## src/rtl/irq_dispatch_pkg.sv

```systemverilog
package irq_dispatch_pkg;
  localparam int unsigned NUM_PCI     = 32;
  localparam int unsigned NUM_OBIO    = 32;
  localparam int unsigned PCI_PER_GRP = 4;
  localparam int unsigned NUM_GRP     = NUM_PCI / PCI_PER_GRP;
  localparam int unsigned NUM_LINES   = NUM_PCI + NUM_OBIO;
  localparam int unsigned IDX_W       = $clog2(NUM_LINES);
  localparam int unsigned GRP_W       = $clog2(NUM_GRP);
  localparam int unsigned OB_W        = $clog2(NUM_OBIO);
  localparam int unsigned ENT_W       = (OB_W > GRP_W) ? OB_W : GRP_W;
  localparam int unsigned ADDR_W      = 16;
  localparam int unsigned DATA_W      = 32;

  localparam logic [ADDR_W-1:0] PCI_MAP_BASE  = 16'h0C00;
  localparam logic [ADDR_W-1:0] OBIO_MAP_BASE = 16'h1000;
  localparam logic [ADDR_W-1:0] PCI_CLR_BASE  = 16'h1400;
  localparam logic [ADDR_W-1:0] OBIO_CLR_BASE = 16'h1800;

  // fixed low bits of the map registers
  localparam logic [DATA_W-2:0] MAP_FIXED = 31'h7C0;
  localparam logic [DATA_W-2:0] OBIO_TAG  = 31'h020;

  typedef enum logic [2:0] {
    REG_NONE,
    REG_PCI_MAP,
    REG_OBIO_MAP,
    REG_PCI_CLR,
    REG_OBIO_CLR
  } reg_kind_e;
endpackage

```

## src/rtl/irq_reg_decode.sv

```systemverilog
module irq_reg_decode
  import irq_dispatch_pkg::*;
(
  input  logic [ADDR_W-1:0] addr_i,
  output reg_kind_e         kind_o,
  output logic [ENT_W-1:0]  ent_o,
  output logic              live_o
);
  localparam int unsigned PMAP_LSB = $clog2(NUM_GRP * 8);
  localparam int unsigned OMAP_LSB = $clog2(NUM_OBIO * 8);
  localparam int unsigned PCLR_LSB = $clog2(NUM_GRP * 32);
  localparam int unsigned OCLR_LSB = $clog2(NUM_OBIO * 8);

  always_comb begin
    kind_o = REG_NONE;
    ent_o  = '0;
    if (addr_i[ADDR_W-1:PMAP_LSB] == PCI_MAP_BASE[ADDR_W-1:PMAP_LSB]) begin
      kind_o = REG_PCI_MAP;
      ent_o  = ENT_W'(addr_i[3 +: GRP_W]);
    end else if (addr_i[ADDR_W-1:OMAP_LSB] == OBIO_MAP_BASE[ADDR_W-1:OMAP_LSB]) begin
      kind_o = REG_OBIO_MAP;
      ent_o  = ENT_W'(addr_i[3 +: OB_W]);
    end else if (addr_i[ADDR_W-1:PCLR_LSB] == PCI_CLR_BASE[ADDR_W-1:PCLR_LSB]) begin
      kind_o = REG_PCI_CLR;
      ent_o  = ENT_W'(addr_i[5 +: GRP_W]);
    end else if (addr_i[ADDR_W-1:OCLR_LSB] == OBIO_CLR_BASE[ADDR_W-1:OCLR_LSB]) begin
      kind_o = REG_OBIO_CLR;
      ent_o  = ENT_W'(addr_i[3 +: OB_W]);
    end
  end

  // upper word of each slot, word aligned
  assign live_o = addr_i[2] & (addr_i[1:0] == 2'b00);
endmodule

```

## src/rtl/irq_map_regs.sv

```systemverilog
module irq_map_regs
  import irq_dispatch_pkg::*;
(
  input  logic               clk_i,
  input  logic               rst_ni,
  input  logic               wr_i,
  input  reg_kind_e          kind_i,
  input  logic [ENT_W-1:0]   ent_i,
  input  logic               live_i,
  input  logic               wen_i,
  input  logic               out_vld_i,
  input  logic [IDX_W-1:0]   out_idx_i,
  output logic [NUM_GRP-1:0]  grp_en_o,
  output logic [NUM_OBIO-1:0] obio_en_o,
  output logic               drop_o,
  output logic [DATA_W-1:0]  rdata_o
);
  logic              wr_act;
  logic              out_obio, out_pci;
  logic [OB_W-1:0]   out_low;
  logic [GRP_W-1:0]  out_grp;
  logic [GRP_W-1:0]  ent_grp;

  assign wr_act   = wr_i & live_i;
  assign out_obio = out_vld_i & out_idx_i[IDX_W-1];
  assign out_pci  = out_vld_i & ~out_idx_i[IDX_W-1];
  assign out_low  = out_idx_i[OB_W-1:0];
  assign out_grp  = out_low[OB_W-1 -: GRP_W];
  assign ent_grp  = ent_i[GRP_W-1:0];

  always_ff @(posedge clk_i or negedge rst_ni) begin
    if (!rst_ni) begin
      grp_en_o  <= '0;
      obio_en_o <= '0;
    end else if (wr_act) begin
      if (kind_i == REG_PCI_MAP)  grp_en_o[ent_grp]          <= wen_i;
      if (kind_i == REG_OBIO_MAP) obio_en_o[ent_i[OB_W-1:0]] <= wen_i;
    end
  end

  always_comb begin
    drop_o = 1'b0;
    if (wr_act) begin
      unique case (kind_i)
        REG_PCI_CLR:  drop_o = out_pci  && (out_grp == ent_grp);
        REG_OBIO_CLR: drop_o = out_obio && (out_low == ent_i[OB_W-1:0]);
        REG_PCI_MAP:  drop_o = !wen_i && out_pci  && (out_grp == ent_grp);
        REG_OBIO_MAP: drop_o = !wen_i && out_obio && (out_low == ent_i[OB_W-1:0]);
        default:      drop_o = 1'b0;
      endcase
    end
  end

  always_comb begin
    rdata_o = '0;
    if (live_i) begin
      if (kind_i == REG_PCI_MAP)
        rdata_o = {grp_en_o[ent_grp], MAP_FIXED | ((DATA_W-1)'(ent_grp) << 2)};
      else if (kind_i == REG_OBIO_MAP)
        rdata_o = {obio_en_o[ent_i[OB_W-1:0]],
                   MAP_FIXED | OBIO_TAG | (DATA_W-1)'(ent_i[OB_W-1:0])};
    end
  end
endmodule

```

## src/rtl/irq_prio_pick.sv

```systemverilog
module irq_prio_pick #(
  parameter int unsigned N = 64,
  parameter int unsigned W = $clog2(N)
) (
  input  logic [N-1:0] cand_i,
  output logic         any_o,
  output logic [W-1:0] idx_o
);
  // lowest index wins
  always_comb begin
    idx_o = '0;
    for (int i = N - 1; i >= 0; i--) begin
      if (cand_i[i]) idx_o = W'(i);
    end
  end

  assign any_o = |cand_i;
endmodule

```

## src/rtl/irq_dispatch.sv

```systemverilog
module irq_dispatch
  import irq_dispatch_pkg::*;
(
  input  logic                 clk_i,
  input  logic                 rst_ni,
  input  logic [NUM_LINES-1:0] irq_i,
  input  logic                 bus_vld_i,
  input  logic                 bus_we_i,
  input  logic [ADDR_W-1:0]    bus_addr_i,
  input  logic [DATA_W-1:0]    bus_wdata_i,
  output logic [DATA_W-1:0]    rdata_o,
  output logic [NUM_LINES-1:0] req_o,
  output logic                 req_vld_o,
  output logic [IDX_W-1:0]     req_idx_o
);
  reg_kind_e            kind;
  logic [ENT_W-1:0]     ent;
  logic                 live;
  logic [NUM_GRP-1:0]   grp_en;
  logic [NUM_OBIO-1:0]  obio_en;
  logic                 drop;
  logic [NUM_LINES-1:0] pend_q, line_en;
  logic                 cand_any;
  logic [IDX_W-1:0]     cand_idx;
  logic                 out_vld_q;
  logic [IDX_W-1:0]     out_idx_q;
  logic                 unused_wdata;

  assign unused_wdata = ^bus_wdata_i[DATA_W-2:0];

  irq_reg_decode u_dec (
    .addr_i (bus_addr_i),
    .kind_o (kind),
    .ent_o  (ent),
    .live_o (live)
  );

  irq_map_regs u_map (
    .clk_i     (clk_i),
    .rst_ni    (rst_ni),
    .wr_i      (bus_vld_i & bus_we_i),
    .kind_i    (kind),
    .ent_i     (ent),
    .live_i    (live),
    .wen_i     (bus_wdata_i[DATA_W-1]),
    .out_vld_i (out_vld_q),
    .out_idx_i (out_idx_q),
    .grp_en_o  (grp_en),
    .obio_en_o (obio_en),
    .drop_o    (drop),
    .rdata_o   (rdata_o)
  );

  for (genvar p = 0; p < NUM_PCI; p++) begin : g_pci_en
    assign line_en[p] = grp_en[p / PCI_PER_GRP];
  end
  for (genvar o = 0; o < NUM_OBIO; o++) begin : g_obio_en
    assign line_en[NUM_PCI + o] = obio_en[o];
  end

  always_ff @(posedge clk_i or negedge rst_ni) begin
    if (!rst_ni) pend_q <= '0;
    else         pend_q <= irq_i;
  end

  irq_prio_pick #(.N(NUM_LINES), .W(IDX_W)) u_pick (
    .cand_i (pend_q & line_en),
    .any_o  (cand_any),
    .idx_o  (cand_idx)
  );

  // drop has a cycle of its own; a fresh pick follows on the next edge
  always_ff @(posedge clk_i or negedge rst_ni) begin
    if (!rst_ni) begin
      out_vld_q <= 1'b0;
      out_idx_q <= '0;
    end else if (drop) begin
      out_vld_q <= 1'b0;
    end else if (!out_vld_q && cand_any) begin
      out_vld_q <= 1'b1;
      out_idx_q <= cand_idx;
    end
  end

  for (genvar r = 0; r < NUM_LINES; r++) begin : g_req
    assign req_o[r] = out_vld_q && (out_idx_q == IDX_W'(r));
  end

  assign req_vld_o = out_vld_q;
  assign req_idx_o = out_idx_q;
endmodule

```

## config.mk

```make
export PLATFORM = sky130hd
export DESIGN_NAME = irq_dispatch
export DESIGN_NICKNAME = d
export VERILOG_FILES = /design/src/rtl/irq_dispatch_pkg.sv /design/src/rtl/irq_reg_decode.sv /design/src/rtl/irq_map_regs.sv /design/src/rtl/irq_prio_pick.sv /design/src/rtl/irq_dispatch.sv
export SDC_FILE = /design/constraint.sdc
export NUM_CORES = 1
export LEC_CHECK = 0
export CORE_ASPECT_RATIO = 2
export CORE_MARGIN = 2
export CORE_UTILIZATION = 49
export DETAILED_ROUTE_END_ITERATION = 7
export PLACE_DENSITY = 0.87
export SETUP_SLACK_MARGIN = 0.5
export SKIP_LAST_GASP = 1
export SLEW_MARGIN = 20
export SYNTH_ARGS = -nofsm -noshare
export SYNTH_HDL_FRONTEND = slang
export SYNTH_SLANG_ARGS = --single-unit
```

## constraint.sdc

```tcl
create_clock -name clk_i -period 6.7 [get_ports clk_i]
set_input_delay 1.34 -clock clk_i [delete_from_list [all_inputs] [get_ports clk_i]]
set_output_delay 1.34 -clock clk_i [all_outputs]
set_load 0.05 [all_outputs]
```

* After elaboration in Yosys (flattened, before gate mapping)
Index checks and enable logic that the tools add are counted.
Word-level totals: flip-flop bits (word level) 111, input bits 116
Cells by class: $lt $le $gt $ge 4, equal/unequal tests 73, multiplexer cells 89, bitwise operators 8, reduce and logical (&&, ||, !) cells 82
Operators with widths (count):
- $mux W6 | 64
- $eq A6 B6 Y1 const B | 32
- $eq A6 B5 Y1 const B | 16
- $mux W32 | 3
- $logic_and A1 B1 Y1 | 73
- $and A64 B64 Y64 | 1
- $reduce_or A64 Y1 | 1
- $eq A6 B4 Y1 const B | 8
- $bwmux W32 | 1
- $eq A6 B3 Y1 const B | 4
- $eq A8 B5 Y1 const B | 3
- $mux W5 | 4
- $eq A6 B2 Y1 const B | 2
- $mux W3 | 4
- $eq A10 B6 Y1 const B | 1
- $bwmux W8 | 1
- $mux W1 | 7
- $eq A3 B2 Y1 const B | 2
- $eq A6 B1 Y1 const B | 1
- $logic_not A6 Y1 | 1
- $lt A5 B6 Y1 const B | 1
- $reduce_and A2 Y1 | 3
- $and A1 B1 Y1 | 5
- $bmux W1 S5 | 1
- other kinds (15) | 17

* Longest topological paths before layout
word-level depth 65, depth in mapped cells 11

* Cells and area by module
Synthesis repeated with hierarchy kept, for this count alone.
Second synthesis, totals: cell total of the unflattened synthesis 653, area total of the unflattened synthesis 6321.1 µm²
Modules (own cells, without submodules):
- irq_dispatch | instances 1, cells an instance 239, area an instance 2747.6 µm², sequential area each 1776.7 µm²
- irq_map_regs | instances 1, cells an instance 246, area an instance 2514.9 µm², sequential area each 1001.0 µm²
- irq_prio_pick | instances 1, cells an instance 145, area an instance 887.1 µm², sequential area each 0.0 µm²
- irq_reg_decode | instances 1, cells an instance 23, area an instance 171.4 µm², sequential area each 0.0 µm²

* Worst setup path after synthesis
Ideal clock, no wire load.
kind input to output, from input bus_addr_i[15], to output rdata_o[31], arrival time 3990 ps, required time 5360 ps, setup slack 1370 ps, stages on the path 8, cells stage by stage or4bb_1 nor2_1 a22o_1 buf_4 mux2i_1 a22o_1 a311oi_1 o311ai_1
Between the ends: longest elaborated chain between the ends 10, elaborated cells between the ends (all ways) 21
Ends and longest elaborated chain:
- start, declared | line irq_dispatch.sv:9 | input logic [ADDR_W-1:0] bus_addr_i,
- $eq A8 B5 Y1 | line irq_reg_decode.sv:26 | end else if (addr_i[ADDR_W-1:OCLR_LSB] == OBIO_CLR_BASE[ADDR_W-1:OCLR_LSB]) begin
- $mux W5 | line irq_reg_decode.sv:26
- $mux W5 | line irq_reg_decode.sv:23 | end else if (addr_i[ADDR_W-1:PCLR_LSB] == PCI_CLR_BASE[ADDR_W-1:PCLR_LSB]) begin
- $mux W5 | line irq_reg_decode.sv:20 | end else if (addr_i[ADDR_W-1:OMAP_LSB] == OBIO_MAP_BASE[ADDR_W-1:OMAP_LSB]) begin
- $mux W5 | line irq_reg_decode.sv:17 | if (addr_i[ADDR_W-1:PMAP_LSB] == PCI_MAP_BASE[ADDR_W-1:PMAP_LSB]) begin
- $bmux W1 S5 | line irq_map_regs.sv:60 | rdata_o = {obio_en_o[ent_i[OB_W-1:0]],
- $mux W1 (not written as such) | line irq_map_regs.sv:60
- $mux W32 | line irq_map_regs.sv:59 | else if (kind_i == REG_OBIO_MAP)
- $mux W32 (*) | line irq_map_regs.sv:57 | if (kind_i == REG_PCI_MAP)
- $mux W32 (*) | line irq_map_regs.sv:56 | if (live_i) begin
- end, declared | line irq_dispatch.sv:11 | output logic [DATA_W-1:0] rdata_o,
Mark *: on every way between the ends. The rest lies on a longest branch, timed or not. The select of a mux whose other input is x is not followed.

* Worst setup path in the final report
from input bus_addr_i[7], to output rdata_o[31]
Between the ends: longest elaborated chain between the ends 9, elaborated cells between the ends (all ways) 15
Ends and longest elaborated chain (line):
- $mux W5 | irq_reg_decode.sv:26
- $mux W5 | irq_reg_decode.sv:23
- $mux W5 | irq_reg_decode.sv:20
- $mux W5 | irq_reg_decode.sv:17
- $bmux W1 S5 | irq_map_regs.sv:60
- $mux W1 (not written as such) | irq_map_regs.sv:60
- $mux W32 | irq_map_regs.sv:59
- $mux W32 (*) | irq_map_regs.sv:57
- $mux W32 (*) | irq_map_regs.sv:56
Marked as above.

==> key figures <==
STA
  • Final worst path period share: 89.6%
  • Final worst setup slack: 0.698 ns
  • Hold WS: 0.574 ns
  • Max Clk Rate: 0.167 GHz
  • Slew @ Worst Pin: 0.962 ns
  • Final slew viol count: 0
  • Rel. slew slack: 35.8%
  • Hold Violations, Final: 0
  • Final worst clock skew: 0.0122 ns
  • Setup violators final: 0
  • RSZ-0062 raised after global routing: false
  • Final min period: 6.00 ns
  • Setup TNS: 0 ns

Clocking
  • Post-cts hold buffer count: 0
  • Worst skew pair latency: 0.35 ns
  • Clock-pin transition on the worst setup and hold timing paths: 0.08 ns
  • Total CTS buffers: 9
  • CTS root buf: clkbuf_16
  • TritonCTS clock tree: built
  • Post-CTS sizing: 0
  • Post-CTS setup buffers: 0
  • Depth of the CTS H-tree: 3
  • Maximum clock insertion buffer count: 2
  • Clock Sinks: 111

Finish
  • Layout cells sized above 1: 4.93%
  • Commonest non-fill, non-tap cells in the layout: clkdlybuf4s50_1 (165), dfrtp_1 (111), nor2_1 (97)
  • Nets: 922
  • Commonest non-fill, non-tap cell in the layout: clkdlybuf4s50_1
  • Ant diodes: 0
  • Area growth from synthesis to layout: 32.5%

Place
  • Post-Place Worst Slack: 0.775 ns
  • RePlAce Congestion: 1.01
  • Port buffer count: 167
  • HPWL after detailed placement: 14,400 um

Synthesis
  • Mean Syn Cell Area: 9.05 um2
  • Post-synth EDFFs: 0
  • Prevailing post-synth register cell: dfrtp_1
  • Number of synthesized register bits: 111
  • Unique masters post-synth: 59
  • Register area share after synthesis: 46.5%
  • Mapped Cells: 661
  • Mapped Area: 5980 um2
  • Async SR Flop Fraction: 100%
  • Ys Warns: 0

GRT
  • First-pass GRT wire length: 28,100 um
  • Vias in the first global route: 5,651
  • GRT overflow: 0
  • Largest net degree at the start of global routing: 79
  • Initial antenna violation count: 0
  • Total global-route track usage: 28.4%

Die
  • Die Area: 13,200 um2
  • Std cell rows: 57
  • Die Wd: 82.1 um
  • Initial core utilization: 49.6%
  • Die height: 160 um
  • Ports: 219
  • Core ar.: 12,100 um2

Worst setup path
  • Critical path capture point type: primary output
  • Critical path class: in2out
  • Critical R2R Capture: req_idx_o[1]
  • R2R Setup Slk: 4.03 ns
  • Reg2reg start: pend_q[20]
  • FF-to-FF path depth: 8
  • Critical Path Fanout Max: 11
  • CP Launch Type: primary input
  • Arr. time, crit path: 4.66 ns
  • Req. time, crit path: 5.36 ns

Power and ir drop
  • Pwr/cell area: 175 nW/um2
  • Leakage power: 3.15 nW
  • Peak VDD IR: 133 uV
  • Pwr Total: 1.38 mW

Route
  • Wire per inst: 19.5 um
  • DRT Pass-1 Iters: 5
  • DRC viols: 0
  • Vias per cell: 6.14
  • Vias: 5,881
  • Final WL: 18,700 um
  • Iter 0 DRT Violations: 504
  • Routed Antenna Nets: 0

Status
  • Status: finished, final reports clean

Min path
  • WHS Endpoint: u_map.obio_en_o[3]
  • Hold Path Class: reg2reg
  • Min-delay src: u_map.obio_en_o[3]
  • WHS Path Cells: 2

Flow run
  • Total of max-cap violations: 0
critical path, cell delays in order:
cell,delay [ns]
clkdlybuf4s50_1,0.70
nor2_1,0.18
and4_4,0.24
a211oi_4,0.69
mux2i_1,0.17
mux2i_1,0.30
a22o_1,0.20
a311oi_1,0.05
o311ai_1,0.56
buf_12,0.22
through the flow:
| step | std cells | area, um2 | utilization (%) |
|---|---|---|---|
| detailed placement | 942 | 7600 | 63.1 |
| CTS | 958 | 7920 | 65.7 |
| finish | 958 | 7920 | 65.7 |
| global route | 958 | 7920 | 65.7 |
| global placement | 942 | 7600 | 63.1 |
| floorplan | 680 | 6050 | - |
per-layer routing:
metal / track usage (%) / up-vias / part of all wire (%)
li1: - / 2668 / -
met1: 26.7 / 2826 / 32
met2: 53.8 / 313 / 56
met3: 3.90 / 74 / 5.4
met4: 17.4 / 0 / 5.7
met5: 0 / - / 0
how the worst max path moves through the flow:
stage | cells after the start | end | startpoint | slack [ns]
after global routing | 10 | rdata_o[31] | bus_addr_i[6] | 0.55
after CTS | 10 | rdata_o[31] | bus_addr_i[6] | 0.75
after global placement | 11 | rdata_o[31] | bus_addr_i[6] | 0.86
after floorplan | 8 | rdata_o[31] | bus_addr_i[15] | 1.37
final | 10 | rdata_o[31] | bus_addr_i[7] | 0.70
after detailed placement | 10 | rdata_o[31] | bus_addr_i[6] | 0.77
logic make-up after synthesis:
family                    share of synthesized area, %
AOI/OAI and AO/OA                                 23.6
muxes                                             3.47
buffers and inverters                             6.42
DFF                                               46.5
xor gates and xnor gates                          1.17
other                                           0.0627
and+or+nand+nor                                   18.9
power by group:
group	leakage [nW]	internal [mW]	switching, mW
Sequential	1.39	0.689	0.0180
Combinational	1.60	0.0506	0.0657
Clock	0.153	0.300	0.259
Total	3.15	1.04	0.343
sequential cells by signal, indices dropped and copies added, names as in the netlist:
name / flops
u_map.obio_en_o: 32
req_vld_o: 1
req_idx_o: 6
u_map.grp_en_o: 8
pend_q: 64
synth_stat cells (all sizes together), types with 3 or more instances:
cell type    n  share of area, %
dfrtp      111                46
nand2       62               4.0
a31oi        7              0.73
o211ai       8               1.0
a21oi       17               1.4
nand3       28               2.3
nand2b       3              0.31
mux2         6               1.1
inv         10              0.63
o41ai        8               1.2
a21boi       3              0.38
clkbuf      17               1.1
a311oi       4              0.59
a211oi       5              0.84
a32oi        4              0.59
or3          4              0.42
buf         40               4.7
nand4       13               1.4
nor2b       14               1.5
xnor2        6              0.88
mux2i       14               2.3
a22oi       19               2.4
o31ai       33               4.1
o21ai       80               6.7
nor2        97               6.1
a22o         5              0.73
nor3         9               1.2
area by class of cell:
cell class	count	area (um2)
Inverter	10	37.5
Timing Repair Buffer	172	1720
Tap cell	147	184
Multi-Input combinational cell	502	2890
Sequential cell	111	2780
Clock buffer	10	229
Clock inverter	6	88.8
Fill cell	948	4130
(Power assumes the default switching activity.)
